==> src/rtl/sdl_pkg.sv <==
package sdl_pkg;

  typedef enum logic [2:0] {
    ST_IDLE,
    ST_SETUP,
    ST_STROBE,
    ST_HOLD,
    ST_LOAD,
    ST_DONE,
    ST_CLEAR
  } sdl_state_e;

  // Whole cycles covering a duration, never less than one.
  function automatic int unsigned ns_to_cyc(input int unsigned ns, input int unsigned period);
    int unsigned c;
    c = (ns + period - 1) / period;
    return (c == 0) ? 1 : c;
  endfunction

  function automatic int unsigned max2(input int unsigned a, input int unsigned b);
    return (a > b) ? a : b;
  endfunction

endpackage

==> src/rtl/sdl_timer.sv <==
module sdl_timer #(
  parameter int TW = 5
) (
  input  logic          clk,
  input  logic          rst_n,
  input  logic          load,
  input  logic [TW-1:0] load_val,
  output logic          expired
);

  logic [TW-1:0] cnt_q;

  always_ff @(posedge clk or negedge rst_n) begin
    if (!rst_n)             cnt_q <= '0;
    else if (load)          cnt_q <= load_val;
    else if (cnt_q != '0)   cnt_q <= cnt_q - 1'b1;
  end

  assign expired = (cnt_q == '0);

endmodule

==> src/rtl/sdl_shifter.sv <==
module sdl_shifter #(
  parameter int NBITS = 12
) (
  input  logic             clk,
  input  logic             rst_n,
  input  logic             load,
  input  logic             shift,
  input  logic [NBITS-1:0] word,
  output logic             msb
);

  logic [NBITS-1:0] sh_q;

  always_ff @(posedge clk or negedge rst_n) begin
    if (!rst_n)     sh_q <= '0;
    else if (load)  sh_q <= word;
    else if (shift) sh_q <= {sh_q[NBITS-2:0], 1'b0};
  end

  assign msb = sh_q[NBITS-1];

endmodule

==> src/rtl/sdl_fsm.sv <==
module sdl_fsm
  import sdl_pkg::*;
#(
  parameter int NBITS     = 12,
  parameter int TW        = 5,
  parameter int SETUP_CYC = 5,
  parameter int STB_CYC   = 8,
  parameter int HOLD_CYC  = 3,
  parameter int LOAD_CYC  = 15,
  parameter int CLR_CYC   = 20
) (
  input  logic          clk,
  input  logic          rst_n,
  input  logic          req_valid,
  input  logic          clr_req,
  input  logic          tmr_exp,
  output sdl_state_e    state,
  output logic          tmr_load,
  output logic [TW-1:0] tmr_val,
  output logic          sh_load,
  output logic          sh_shift,
  output logic          req_ready
);

  localparam int BW = $clog2(NBITS);

  sdl_state_e    state_q, state_d;
  logic [BW-1:0] bit_q;
  logic          clr_pend_q;
  logic          go_clear;
  logic          last_bit;

  assign go_clear  = (state_q == ST_IDLE) && (clr_req || clr_pend_q);
  assign req_ready = (state_q == ST_IDLE) && !clr_req && !clr_pend_q;
  assign last_bit  = (bit_q == BW'(NBITS - 1));

  always_comb begin
    state_d  = state_q;
    tmr_load = 1'b0;
    tmr_val  = '0;
    sh_load  = 1'b0;
    sh_shift = 1'b0;
    unique case (state_q)
      ST_IDLE: begin
        if (go_clear) begin
          state_d  = ST_CLEAR;
          tmr_load = 1'b1;
          tmr_val  = TW'(CLR_CYC - 1);
        end else if (req_valid) begin
          state_d  = ST_SETUP;
          tmr_load = 1'b1;
          tmr_val  = TW'(SETUP_CYC - 1);
          sh_load  = 1'b1;
        end
      end
      ST_SETUP: if (tmr_exp) begin
        state_d  = ST_STROBE;
        tmr_load = 1'b1;
        tmr_val  = TW'(STB_CYC - 1);
      end
      ST_STROBE: if (tmr_exp) begin
        state_d  = ST_HOLD;
        tmr_load = 1'b1;
        tmr_val  = TW'(HOLD_CYC - 1);
      end
      ST_HOLD: if (tmr_exp) begin
        tmr_load = 1'b1;
        if (last_bit) begin
          state_d = ST_LOAD;
          tmr_val = TW'(LOAD_CYC - 1);
        end else begin
          state_d  = ST_SETUP;
          tmr_val  = TW'(SETUP_CYC - 1);
          sh_shift = 1'b1;
        end
      end
      ST_LOAD:  if (tmr_exp) state_d = ST_DONE;
      ST_DONE:  state_d = ST_IDLE;
      ST_CLEAR: if (tmr_exp) state_d = ST_IDLE;
      default:  state_d = ST_IDLE;
    endcase
  end

  always_ff @(posedge clk or negedge rst_n) begin
    if (!rst_n) begin
      state_q    <= ST_IDLE;
      bit_q      <= '0;
      clr_pend_q <= 1'b0;
    end else begin
      state_q <= state_d;
      if (sh_load)       bit_q <= '0;
      else if (sh_shift) bit_q <= bit_q + 1'b1;
      if (go_clear)      clr_pend_q <= 1'b0;
      else if (clr_req)  clr_pend_q <= 1'b1;
    end
  end

  assign state = state_q;

  // a remembered clear never vanishes before its pulse starts
  a_r12_pend_kept: assert property (@(posedge clk) disable iff (!rst_n)
    (clr_pend_q && state_q != ST_IDLE) |=> clr_pend_q);

  // the bit index never runs past the last bit
  a_r3_bit_range: assert property (@(posedge clk) disable iff (!rst_n)
    bit_q <= BW'(NBITS - 1));

endmodule

==> src/rtl/sdl_word_loader.sv <==
module sdl_word_loader
  import sdl_pkg::*;
#(
  parameter int HOST_W        = 16,
  parameter int NBITS         = 12,
  parameter int CLK_PERIOD_NS = 10,
  parameter int T_SETUP_NS    = 50,
  parameter int T_STB_NS      = 80,
  parameter int T_HOLD_NS     = 30,
  parameter int T_LOAD_NS     = 150,
  parameter int T_CLR_NS      = 200
) (
  input  logic              clk,
  input  logic              rst_n,
  input  logic              req_valid,
  output logic              req_ready,
  input  logic [HOST_W-1:0] req_word,
  input  logic              clr_req,
  output logic              busy,
  output logic              done,
  output logic              dac_sdata,
  output logic              dac_strobe,
  output logic              dac_load_n,
  output logic              dac_clr_n
);

  localparam int SETUP_CYC = int'(ns_to_cyc(T_SETUP_NS, CLK_PERIOD_NS));
  localparam int STB_CYC   = int'(ns_to_cyc(T_STB_NS,   CLK_PERIOD_NS));
  localparam int HOLD_CYC  = int'(ns_to_cyc(T_HOLD_NS,  CLK_PERIOD_NS));
  localparam int LOAD_CYC  = int'(ns_to_cyc(T_LOAD_NS,  CLK_PERIOD_NS));
  localparam int CLR_CYC   = int'(ns_to_cyc(T_CLR_NS,   CLK_PERIOD_NS));
  localparam int MAX_CYC   = int'(max2(max2(max2(SETUP_CYC, STB_CYC), max2(HOLD_CYC, LOAD_CYC)), CLR_CYC));
  localparam int TW        = $clog2(MAX_CYC + 1);

  sdl_state_e    state;
  logic          tmr_load, tmr_exp, sh_load, sh_shift;
  logic [TW-1:0] tmr_val;

  sdl_fsm #(
    .NBITS(NBITS), .TW(TW), .SETUP_CYC(SETUP_CYC), .STB_CYC(STB_CYC),
    .HOLD_CYC(HOLD_CYC), .LOAD_CYC(LOAD_CYC), .CLR_CYC(CLR_CYC)
  ) u_fsm (
    .clk(clk), .rst_n(rst_n), .req_valid(req_valid), .clr_req(clr_req),
    .tmr_exp(tmr_exp), .state(state), .tmr_load(tmr_load), .tmr_val(tmr_val),
    .sh_load(sh_load), .sh_shift(sh_shift), .req_ready(req_ready)
  );

  sdl_timer #(.TW(TW)) u_timer (
    .clk(clk), .rst_n(rst_n), .load(tmr_load), .load_val(tmr_val), .expired(tmr_exp)
  );

  sdl_shifter #(.NBITS(NBITS)) u_shift (
    .clk(clk), .rst_n(rst_n), .load(sh_load), .shift(sh_shift),
    .word(req_word[NBITS-1:0]), .msb(dac_sdata)
  );

  assign dac_strobe = (state == ST_STROBE);
  assign dac_load_n = (state != ST_LOAD);
  assign dac_clr_n  = (state != ST_CLEAR);
  assign busy       = (state != ST_IDLE);
  assign done       = (state == ST_DONE);

  // Width trackers for the pulse-width checks
  logic [TW:0] stb_run_q, ld_run_q;
  always_ff @(posedge clk or negedge rst_n) begin
    if (!rst_n) begin
      stb_run_q <= '0;
      ld_run_q  <= '0;
    end else begin
      stb_run_q <= dac_strobe  ? stb_run_q + 1'b1 : '0;
      ld_run_q  <= !dac_load_n ? ld_run_q + 1'b1  : '0;
    end
  end

  a_r5_sdata_steady: assert property (@(posedge clk) disable iff (!rst_n)
    dac_strobe |-> $stable(dac_sdata));

  a_r5_strobe_width: assert property (@(posedge clk) disable iff (!rst_n)
    $fell(dac_strobe) |-> (stb_run_q >= (TW+1)'(STB_CYC)));

  a_r7_load_width: assert property (@(posedge clk) disable iff (!rst_n)
    $rose(dac_load_n) |-> (ld_run_q >= (TW+1)'(LOAD_CYC)));

  a_r7_no_load_in_strobe: assert property (@(posedge clk) disable iff (!rst_n)
    !(dac_strobe && !dac_load_n));

  a_r8_done_once: assert property (@(posedge clk) disable iff (!rst_n)
    done |=> (!done && !busy));

  a_r2_ready_idle: assert property (@(posedge clk) disable iff (!rst_n)
    req_ready |-> !busy);

  a_r10_clear_quiet: assert property (@(posedge clk) disable iff (!rst_n)
    !dac_clr_n |-> (dac_load_n && !dac_strobe));

endmodule

==> config.mk <==
export PLATFORM = sky130hd
export DESIGN_NAME = sdl_word_loader
export DESIGN_NICKNAME = d
export VERILOG_FILES = /design/src/rtl/sdl_pkg.sv /design/src/rtl/sdl_timer.sv /design/src/rtl/sdl_shifter.sv /design/src/rtl/sdl_fsm.sv /design/src/rtl/sdl_word_loader.sv
export SDC_FILE = /design/constraint.sdc
export NUM_CORES = 1
export LEC_CHECK = 0
export ABC_AREA = 1
export BUFFER_PORTS_ARGS = -buffer_cell sky130_fd_sc_hd__buf_4
export CORE_MARGIN = 4
export CORE_UTILIZATION = 45
export CTS_CLUSTER_SIZE = 20
export DETAILED_ROUTE_END_ITERATION = 7
export PLACE_DENSITY = 0.69
export REMOVE_ABC_BUFFERS = 1
export SETUP_SLACK_MARGIN = 0.5
export SLEW_MARGIN = 25
export SYNTH_ARGS = -nofsm -noshare
export SYNTH_HDL_FRONTEND = slang
export SYNTH_SLANG_ARGS = --single-unit
==> constraint.sdc <==
create_clock -name clk -period 1.4 [get_ports clk]
set_input_delay 0.07 -clock clk [delete_from_list [all_inputs] [get_ports clk]]
set_output_delay 0.07 -clock clk [all_outputs]
set_load 0.05 [all_outputs]
---- After elaboration in Yosys (flattened, before gate mapping) ----
Index checks and enable logic that the tools add are counted.
operators by class
  mux-type cells .......................... 33
  div/mod/pow operators ................... 0
  multipliers ............................. 0
  magnitude comparators ................... 0
  bitwise gates (word level) .............. 0
  shift-type cells ........................ 0
  reductions and logical operators ........ 15
  add/sub/neg operators ................... 2
  equality and inequality tests ........... 15
operators with widths
  cell                                                                 number
  3-bit two-way mux                                                    10
  12-bit two-way mux                                                   2
  5-bit two-way mux                                                    4
  5-bit case mux with 4 select lines                                   1
  3-bit case mux with 6 select lines                                   1
  4-bit two-way mux                                                    3
  1-bit two-way mux                                                    10
  3-bit == test (second input constant)                                3
  2-bit != test (second input constant)                                4
  3-bit by 2-bit == test with 1-bit output (second input constant)     2
  3-bit != test (second input constant)                                2
  6-bit AND reduction                                                  1
  2-bit nonzero test                                                   3
  5-bit zero test                                                      1
  5-bit nonzero test                                                   1
  5-bit by 1-bit subtractor with 5-bit output (second input constant)  1
  4-bit by 1-bit adder with 4-bit output (second input constant)       1
  4-bit == test (second input constant)                                1
  3-bit by 1-bit == test with 1-bit output (second input constant)     1
  1-bit logical AND                                                    3
  3-bit zero test                                                      1
  3-bit by 2-bit != test with 1-bit output (second input constant)     1
  3-bit nonzero test                                                   1
  3-bit OR reduction                                                   1
  5 further kinds                                                      6
storage, ports and cells
  bits in read-only memories .............. 0
  memories ................................ 0
  latch bits .............................. 0
  bits in registers ....................... 25
  input port bits ......................... 20
  RAM bits ................................ 0

---- Logic depth before layout (Yosys ltp) ----
  depth after elaboration ................. 6
  gate-level depth with buffers ........... 10

---- By module ----
From an unflattened synthesis, not the netlist that was laid out.
second synthesis, totals
  cell total of the unflattened synthesis .. 199
  area, all modules ....................... 1506.4 µm²
by module, submodules not included
  module           times used  area each (µm²)  cells each
  sdl_fsm          1           614.3            85
  sdl_shifter      1           549.3            65
  sdl_timer        1           302.8            39
  sdl_word_loader  1           40.0             10

---- Worst setup path before layout ----
Ideal clock, no wire load.
  path kind ............................... reg2out
  start ................................... register u_fsm.state_q[0], in the netlist u_fsm.state[0]
  end ..................................... output done
  arrival time ............................ 1.658 ns
  cell stages (with the launch flop) ...... 3
  setup slack ............................. -0.328 ns
  cell sequence ........................... dfrtp_1 -> inv_1 -> nor3_1
on the way
  longest elaborated chain between the ends .. 1
ends and longest elaborated chain
  item                    RTL line               RTL
  from (decl)             sdl_fsm.sv:27          sdl_state_e state_q, state_d;
  from (signal assigned)  sdl_fsm.sv:90          state_q <= state_d;
  3-bit == test           sdl_word_loader.sv:61  assign done = (state == ST_DONE);
  to (decl)               sdl_word_loader.sv:20  output logic done,
No other way between the ends.

---- Worst setup path in the final report ----
  start ................................... register u_fsm.state_q[1], in the netlist u_fsm.state[1]
  end ..................................... output req_ready
on the way
  longest elaborated chain between the ends .. 3
ends and longest elaborated chain
  item                            RTL line               RTL
  3-bit zero test                 sdl_fsm.sv:34          assign req_ready = (state_q == ST_IDLE) && !clr_req && !clr_pend_q;
  1-bit logical AND (2 in a row)  sdl_fsm.sv:34
  to (decl)                       sdl_word_loader.sv:16  output logic req_ready,
No other way between the ends.

==> run metrics <==
largest net degree at the start of global routing 26; Die W 64.9 um; met1 Usage GRT 0.238; DRC 0; final instance area 2590 um^2; met2 Usage GRT 0.433; layout cells sized above 1 0.590; Yosys top cell by area dfrtp_1; Final period util 1.09; worst skew pair latency 0.32 ns; CTS root buffer clkbuf_4; power per cell area 2170 nW/um^2; RSZ-0062 raised after global routing true; Syn-to-layout area delta 77.9%; CP Max Fanout 5; Max-slew headroom 0.775; first-pass GRT wire length 7500 um; initial core utilization 0.474; Max-Cap Viols 0; H-Tree Level Count 1; Hold Crit Class in2reg; Final Core Density 0.842; GR Layer Usage met3 0.0503; CP arrival 1.46 ns; Total Routed Length 5200 um; fin. max-slew vios 0; CP Class reg2out; GRT Residual Overflow 0; placed cell area 1780 um^2; IO Pins 27; row cnt 20; failing checks negative setup slack; Slew @ Worst Pin 0.338 ns; Post-synth top cells 50 x nand2_1, 25 x dfrtp_1, 18 x nor2_1, 14 x nand3_1; Leak 0.00128 uW; Core ar. 3080 um^2; clock sink total 25; ys flop type dfrtp_1; Die ar. 4210 um^2; Startpoint Class register; most numerous cell in the Yosys netlist nand2_1; filler instances 172; Die Y 64.9 um; outcome complete, but fails checks; initial antenna violation count 0; Pwr Total 5630 uW; Setup crit end kind output pin; Tmin final 1.53 ns; DR WL/cell 17.3 um; GRT Util Overall 0.230; detailed-placement wirelength estimate 2460 um; synthesized area per cell 8.28 um^2; CTS clk-pin slew, worst paths 0.14 ns; fraction of registers with async set/reset 1.00; fmax 653 MHz; synth unique cells 30; Via density 5.13; cell area after synthesis 1460 um^2; ant diodes 0; Yosys warnings 0; TritonCTS Buffers 3; fin nets 279; gr busiest metal met2; VDD IR-drop max 0.00102 V; quantity of I/O buffers inserted on ports 22; first-iteration detailed-routing DRC count 63; register area share after synthesis 0.429; share of the synthesized area in the top cell type 0.429; vias 1540; vias in the first global route 1725; Antenna Violating Nets Remaining 0; Pre-Repair DR Iteration Count 4; GP Congestion 0.873; Critical Path RT 1.33 ns; synthesis-stage register bit count 25; Bufs on Longest Clock Path 2; Post-synth EDFFs 0; TritonCTS clock tree built; Final Hold Vio Count 0; Setup Viol. Count Final 27; cell count after synthesis 176; worst clock skew 0.00613 ns; leading post-synthesis cells by cell area dfrtp_1 43%, nand2_1 13%, nand3_1 4.8%, nand3_2 4.8%, nor2_1 4.6%; final setup margin -0.132 ns
==> layer usage <==
metal / vias to the layer above / wire length (um) / share of wire
li1: 718 / - / -
met1: 748 / 1840 / 0.35
met2: 53 / 2940 / 0.57
met3: 21 / 216 / 0.042
met4: 0 / 202 / 0.039
met5: - / 0 / 0
==> path summary, 6_finish.rpt <==
check	startpoint	cells past startpoint	slack [ns]	to
worst max-delay path	u_fsm.state[1]$_DFFE_PN0P_	5	-0.13	req_ready
worst min-delay path	req_word[1]	3	0.01	u_shift.sh_q[1]$_DFFE_PN0P_
worst max register to register	u_fsm.state[1]$_DFFE_PN0P_	9	-0.12	u_fsm.bit_q[2]$_DFFE_PN0P_
worst min register to register	u_shift.sh_q[7]$_DFFE_PN0P_	2	0.54	u_shift.sh_q[7]$_DFFE_PN0P_
max in group asynchronous	rst_n	2	0.95	u_fsm.state[0]$_DFFE_PN0P_
min in group asynchronous	rst_n	2	0.18	u_fsm.state[2]$_DFFE_PN0P_
==> cells in the final DEF (no fill, tap or decap), types with 7 or more instances in the layout <==
| cell type | count |
|---|---|
| nand2_4 | 16 |
| nand3_2 | 13 |
| buf_4 | 45 |
| nand3_1 | 7 |
| nand2_1 | 32 |
| nand2_2 | 14 |
| dlygate4sd3_1 | 12 |
| buf_6 | 16 |
| dfrtp_1 | 23 |
| nor2_1 | 11 |
==> worst max-delay path, cell delays in order, from the launching register on <==
cell,delay [ns]
dfrtp_2,0.50
nor2_4,0.16
nand2_4,0.09
nor2_8,0.14
buf_6,0.12
buf_8,0.13
==> final cells by class <==
type	instances	area, um^2	area share
multi-input cells	132	1030	0.399
repair buffers	79	751	0.290
flip-flops and latches	25	628	0.242
inverters	15	86.3	0.0333
well taps	44	55.1	0.0212
clock buffers	4	26.3	0.0101
repair inverters	1	11.3	0.00434
==> logic make-up (layout without fill, tap and decap cells) <==
group	count (synthesis)	after routing	synth area share
flip-flops	25	25	0.429
AO/OA/AOI/OAI	14	14	0.0549
AND/OR/NAND/NOR	112	112	0.403
adder cells (fa/ha/maj)	2	2	0.0172
buffers and inverters	19	99	0.0721
XOR/XNOR	4	4	0.0240
==> sequential cells by signal, indices dropped and copies added, names as in the netlist <==
name,cells
u_fsm.clr_pend_q,1
u_fsm.state,3
u_timer.cnt_q,5
u_shift.sh_q,12
u_fsm.bit_q,4
==> report_power, final <==
group / internal (uW) / leakage (uW) / total, uW / switching [uW]
Combinational: 1760 / 0.000966 / 3790 / 2030
Sequential: 1080 / 0.000304 / 1500 / 421
Clock: 111 / 0.0000150 / 334 / 223
==> stage by stage <==
step	worst slack, ns	hold WS, ns	TNS, ns	std cells
final	-0.132	0.0111	-1.53	300
after global routing	-0.184	0.0126	-3.16	300
after CTS	-0.0744	0.0183	-0.365	292
after detailed placement	-0.0969	-0.00102	-1.33	256
after global placement	-0.0290	-0.00619	-0.277	256
after floorplan	-0.328	-0.226	-2.96	172
==> repair_timing <==
| item | 4_1_cts | 5_1_grt |
|---|---|---|
| setup endpoints to repair | 32 | 32 |
| gates resized for setup | 74 | 39 |
| pin swaps | 16 | 25 |
| hold buffers | 12 | 0 |
| gates cloned | 2 | 0 |
| endpoints found under the hold margin | 36 | 0 |
| setup buffers | 18 | 8 |
Power figures use the tool's default switching activity.
